**config.mk**
```make
export PLATFORM = sky130hd
export DESIGN_NAME = trap_enable_bank
export DESIGN_NICKNAME = d
export VERILOG_FILES = /design/src/rtl/trap_en_pkg.sv /design/src/rtl/trap_mask_reg.sv /design/src/rtl/trap_mask_sel.sv /design/src/rtl/trap_enable_bank.sv
export SDC_FILE = /design/constraint.sdc
export NUM_CORES = 1
export LEC_CHECK = 0
export ABC_AREA = 0
export BUFFER_PORTS_ARGS = -buffer_cell sky130_fd_sc_hd__buf_4
export CORE_MARGIN = 4
export CORE_UTILIZATION = 42
export DETAILED_ROUTE_END_ITERATION = 10
export PLACE_DENSITY = 0.85
export SLEW_MARGIN = 10
export SYNTH_ARGS = -nofsm -noshare
export SYNTH_HDL_FRONTEND = slang
export SYNTH_SLANG_ARGS = --single-unit
```
**constraint.sdc**
```tcl
create_clock -name clk -period 1.9 [get_ports clk]
set_input_delay 0.57 -clock clk [delete_from_list [all_inputs] [get_ports clk]]
set_output_delay 0.57 -clock clk [all_outputs]
set_load 0.02 [all_outputs]
```
**src/rtl/trap_en_pkg.sv**
```systemverilog
package trap_en_pkg;

  // Operation kind carried by op_set
  typedef enum logic {
    TE_CLEAR = 1'b0,
    TE_SET   = 1'b1
  } te_op_e;

  // Default bit positions of named trap enables within a mask
  localparam int unsigned TE_POS_LOAD  = 12;
  localparam int unsigned TE_POS_STORE = 13;

  function automatic logic [15:0] te_apply(input logic [15:0] cur,
                                           input logic [15:0] opnd,
                                           input te_op_e      kind);
    return (kind == TE_SET) ? (cur | opnd) : (cur & ~opnd);
  endfunction

endpackage

```
**src/rtl/trap_mask_reg.sv**
```systemverilog
module trap_mask_reg
  import trap_en_pkg::*;
#(
  parameter int unsigned MASK_W = 16
) (
  input  logic              clk,
  input  logic              rst_n,
  input  logic              wr_en,
  input  te_op_e            kind,
  input  logic [MASK_W-1:0] opnd,
  output logic [MASK_W-1:0] q
);

  logic [MASK_W-1:0] nxt;

  always_comb begin
    nxt = q;
    if (wr_en) begin
      if (kind == TE_SET) nxt = q | opnd;
      else                nxt = q & ~opnd;
    end
  end

  always_ff @(posedge clk) begin
    if (!rst_n) q <= '0;
    else        q <= nxt;
  end


  set_bits_chk: assert property (@(posedge clk) disable iff (!rst_n)
    (wr_en && kind == TE_SET) |=> ((q & $past(opnd)) == $past(opnd)) &&
                                  ((q & ~$past(opnd)) == ($past(q) & ~$past(opnd))));


  clr_bits_chk: assert property (@(posedge clk) disable iff (!rst_n)
    (wr_en && kind == TE_CLEAR) |=> ((q & $past(opnd)) == '0) &&
                                    ((q & ~$past(opnd)) == ($past(q) & ~$past(opnd))));


  hold_chk: assert property (@(posedge clk) disable iff (!rst_n)
    !wr_en |=> $stable(q));

endmodule

```
**src/rtl/trap_mask_sel.sv**
```systemverilog
module trap_mask_sel #(
  parameter int unsigned NUM_PRIO = 2,
  parameter int unsigned MASK_W   = 16,
  parameter int unsigned PRIO_W   = 1
) (
  input  logic [NUM_PRIO-1:0][MASK_W-1:0] masks,
  input  logic [PRIO_W-1:0]               sel,
  output logic [MASK_W-1:0]               out
);

  always_comb begin
    out = '0;
    for (int i = 0; i < NUM_PRIO; i++) begin
      if (sel == PRIO_W'(i)) out = masks[i];
    end
  end

endmodule

```
**src/rtl/trap_enable_bank.sv**
```systemverilog
module trap_enable_bank
  import trap_en_pkg::*;
#(
  parameter int unsigned NUM_PRIO  = 2,
  parameter int unsigned REG_W     = 32,
  parameter int unsigned MASK_W    = 16,
  parameter int unsigned LOAD_POS  = TE_POS_LOAD,
  parameter int unsigned STORE_POS = TE_POS_STORE,
  localparam int unsigned PRIO_W   = (NUM_PRIO > 1) ? $clog2(NUM_PRIO) : 1
) (
  input  logic                       clk,
  input  logic                       rst_n,
  input  logic                       op_valid,
  input  logic                       op_set,
  input  logic [REG_W-1:0]           op_mask,
  input  logic [PRIO_W-1:0]          op_prio,
  output logic [REG_W-1:0]           op_result,
  input  logic [PRIO_W-1:0]          rd_prio,
  output logic [REG_W-1:0]           rd_mask,
  output logic [NUM_PRIO*MASK_W-1:0] en_bits,
  output logic [NUM_PRIO-1:0]        ldtrap_en,
  output logic [NUM_PRIO-1:0]        sttrap_en
);

  localparam int unsigned PAD_W = REG_W - MASK_W;

  logic [NUM_PRIO-1:0][MASK_W-1:0] masks;
  logic [MASK_W-1:0]               opnd_lo;
  logic [MASK_W-1:0]               op_sel;
  logic [MASK_W-1:0]               rd_sel;
  te_op_e                          kind;

  assign opnd_lo = op_mask[MASK_W-1:0];
  assign kind    = te_op_e'(op_set);

  for (genvar p = 0; p < NUM_PRIO; p++) begin : g_prio
    trap_mask_reg #(.MASK_W(MASK_W)) u_reg (
      .clk   (clk),
      .rst_n (rst_n),
      .wr_en (op_valid && (op_prio == PRIO_W'(p))),
      .kind  (kind),
      .opnd  (opnd_lo),
      .q     (masks[p])
    );
    assign en_bits[p*MASK_W +: MASK_W] = masks[p];
    assign ldtrap_en[p] = masks[p][LOAD_POS];
    assign sttrap_en[p] = masks[p][STORE_POS];
  end

  trap_mask_sel #(.NUM_PRIO(NUM_PRIO), .MASK_W(MASK_W), .PRIO_W(PRIO_W)) u_op_sel (
    .masks (masks),
    .sel   (op_prio),
    .out   (op_sel)
  );

  trap_mask_sel #(.NUM_PRIO(NUM_PRIO), .MASK_W(MASK_W), .PRIO_W(PRIO_W)) u_rd_sel (
    .masks (masks),
    .sel   (rd_prio),
    .out   (rd_sel)
  );

  assign op_result = {{PAD_W{1'b0}}, op_sel};
  assign rd_mask   = {{PAD_W{1'b0}}, rd_sel};


  upper_zero_chk: assert property (@(posedge clk) disable iff (!rst_n)
    (op_result[REG_W-1:MASK_W] == '0) && (rd_mask[REG_W-1:MASK_W] == '0));


  result_next_chk: assert property (@(posedge clk) disable iff (!rst_n)
    (op_valid && op_set && rd_prio == op_prio) |=>
      ((rd_mask & $past(op_result)) == $past(op_result)));

endmodule

```
==> results.cfg <==
[run_status]
run_status = finished clean

[pwr]
p_leak_nw = 1.507
power_density_nw_per_um2 = 597.3
vdd.ir_drop.worst_mv = 0.4636

[floorplanning]
core_sq_um = 4723
die_height_um = 77.64
design.die.area_sq_um = 6028
initial_utilization = 0.4313
die_w_um = 77.64
rows = 25
ios = 138

[timing]
setup_violations = 0
holdWs_ns = 0.4905
final.period_utilization = 0.9882
fin_tns_setup_ns = 0
fmax_mhz = 532.6
period_minus_slack_ns = 1.878
rsz0062_at_grt = false
slew_violations = 0
hold_violations = 0
final.setup_skew_ns = 0

[synthesis]
syn-cell-area_sq_um = 2037
yosysWarnings = 0
ys_seq_elements = 32
synth_common_cells = buf_4 (39), nand2_1 (33), dfxtp_1 (32), mux2_2 (32), mux2i_1 (32)
synth_top_area_share = 0.3145
synth.distinct_cells = 11
yosysMostFrequentCell = buf_4
synth_edf_count = 0
avgSynthCellArea_sq_um = 9.474
async_flop_share = 0
synth-seq-area-share = 0.3145
syn_inst = 215
synthFlopType = dfxtp_1
synth.area.top_cells = dfxtp_1 (31%), mux2_2 (18%), mux2i_1 (16%), buf_4 (14%), nand2_1 (6.1%)
yosysTopAreaCell = dfxtp_1

[placement]
dp_hpwl_um = 3600
gp_congestion = 0.7027
portBuffers = 89

[global_route]
antenna_found_initial = 0
grt_util_all_layers = 0.1552
first_global_vias = 1576
grt_pass1_wl_um = 7596
grt.overflow.total = 0
grt_max_degree = 33

[worst_setup_path]
cpPeakStageDelay_ns = 0.32
r2r_setup_slack_ns = 1.19
critPathTopFamily = buffers and inverters
rr_worst_depth = 2
worstSetupEndpointType = output pin
cp_max_fo = 6
arrival_ns = 1.31
crit_type = primary input to output pin
critPathRequiredTime_ns = 1.33
critical_path_buf_inv_count = 3
slowest_stage = mux2_2
worstPathCellList = buf_12, clkbuf_16, mux2_2, buf_4
start_kind = primary input

[run]
drv_cap = 0

[clocking]
ctsHoldBuffers = 0
clock_path_buffers = 2
cts_setup_buffers = 0
cts_tree = built
cts-root-buf = clkbuf_8
clkTransAtPathRegs_ns = 0.07
clkSinkCount = 32
worstSkewPairLatency_ns = 0.28
cts_made_buffers = 5
cts-htree-levels = 2

[cells_and_area]
nets = 337
area_growth_syn_to_layout_pct = 38.76
multiInputGateArea_sq_um = 1125
antenna_cells = 0
nFillCells = 435
regArea_sq_um = 640.6
utilization = 0.5984
drive_gt1_frac = 0.4633

[routing]
vias_per_cell = 4.657
first_pass_iters = 4
wl_um = 5113
drtAntennaViolNets = 0
drtIter0Drc = 41
drc = 0
vias = 1709
detail_route.wl_per_cell_um = 13.93

[min_path]
whs_path_depth = 2
hp-class = flop to flop
area by class of cell:
type	instances	share of cell area
multi-input combinational	161	0.3980
timing repair buffer	99	0.3130
sequential	32	0.2266
tap	67	0.02966
clock buffer	6	0.02922
clock inverter	2	0.003541
worst max path at each step:
| stage | slack, ns | endpoint | cells after the start | start |
|---|---|---|---|---|
| final | 0.02 | op_result[0] | 4 | op_prio |
| after global routing | 0.007 | op_result[0] | 4 | op_prio |
| after CTS | 0.001 | op_result[1] | 4 | op_prio |
| after detailed placement | -0.01 | rd_mask[7] | 3 | rd_prio |
| after global placement | -0.01 | rd_mask[5] | 3 | rd_prio |
| after floorplan | 0.07 | rd_mask[10] | 3 | rd_prio |
per-stage QoR:
stage / cells / setup slack, ns / instance area, sq um / power [W]
6_report: 367 / 0.02246 / 2826 / 0.001688
5_1_grt: 367 / 0.007310 / 2826 / 0.001764
4_1_cts: 363 / 0.001095 / 2714 / 0.001677
3_5_place_dp: 355 / -0.01458 / 2587 / 0.001136
3_3_place_gp: 355 / -0.01058 / 2587 / 0.001127
2_1_floorplan: 246 / 0.06537 / 2153 / 0.001046
worst min-delay path, cell delays in order, from the launching register on:
cell and delay, ns:
dfxtp_1 0.33, nand2_1 0.06, mux2i_1 0.05
repair_timing:
item,CTS,global route
setup endpoints to repair,24,15
gates cloned,0,4
resized for setup,9,3
kinds of logic (layout without fill, tap and decap cells):
family        after synthesis  in the layout  share of synthesized area
flops                      32             32                     0.3145
mux                        64             64                     0.3342
other cells                 1             32                   0.001841
simple gates               65             65                     0.1591
buf+inv                    53            107                     0.1904
placed cells by master, fill, tap and decap left out:
cell        n
clkbuf_16   4
buf_4      83
clkinv_2    2
buf_12      3
nand3b_1   16
buf_6       9
nand2_1    33
clkbuf_8    6
mux2i_1    32
conb_1     32
mux2_2     32
nand3_1    16
dfxtp_1    32
layer usage:
| metal | wire length [um] | global-route usage |
|---|---|---|
| met1 | 1915 | 0.1639 |
| met2 | 2782 | 0.2920 |
| met4 | 49 | 0.03737 |
| met3 | 366 | 0.05220 |
| met5 | 0 | 0 |
power by group:
part           total (W)  internal, W  switching, W
registers       0.000718     0.000695     0.0000231
logic           0.000436     0.000192      0.000244
clock network   0.000534     0.000289      0.000246
total            0.00169      0.00118      0.000512
Power figures use the tool's default switching activity.
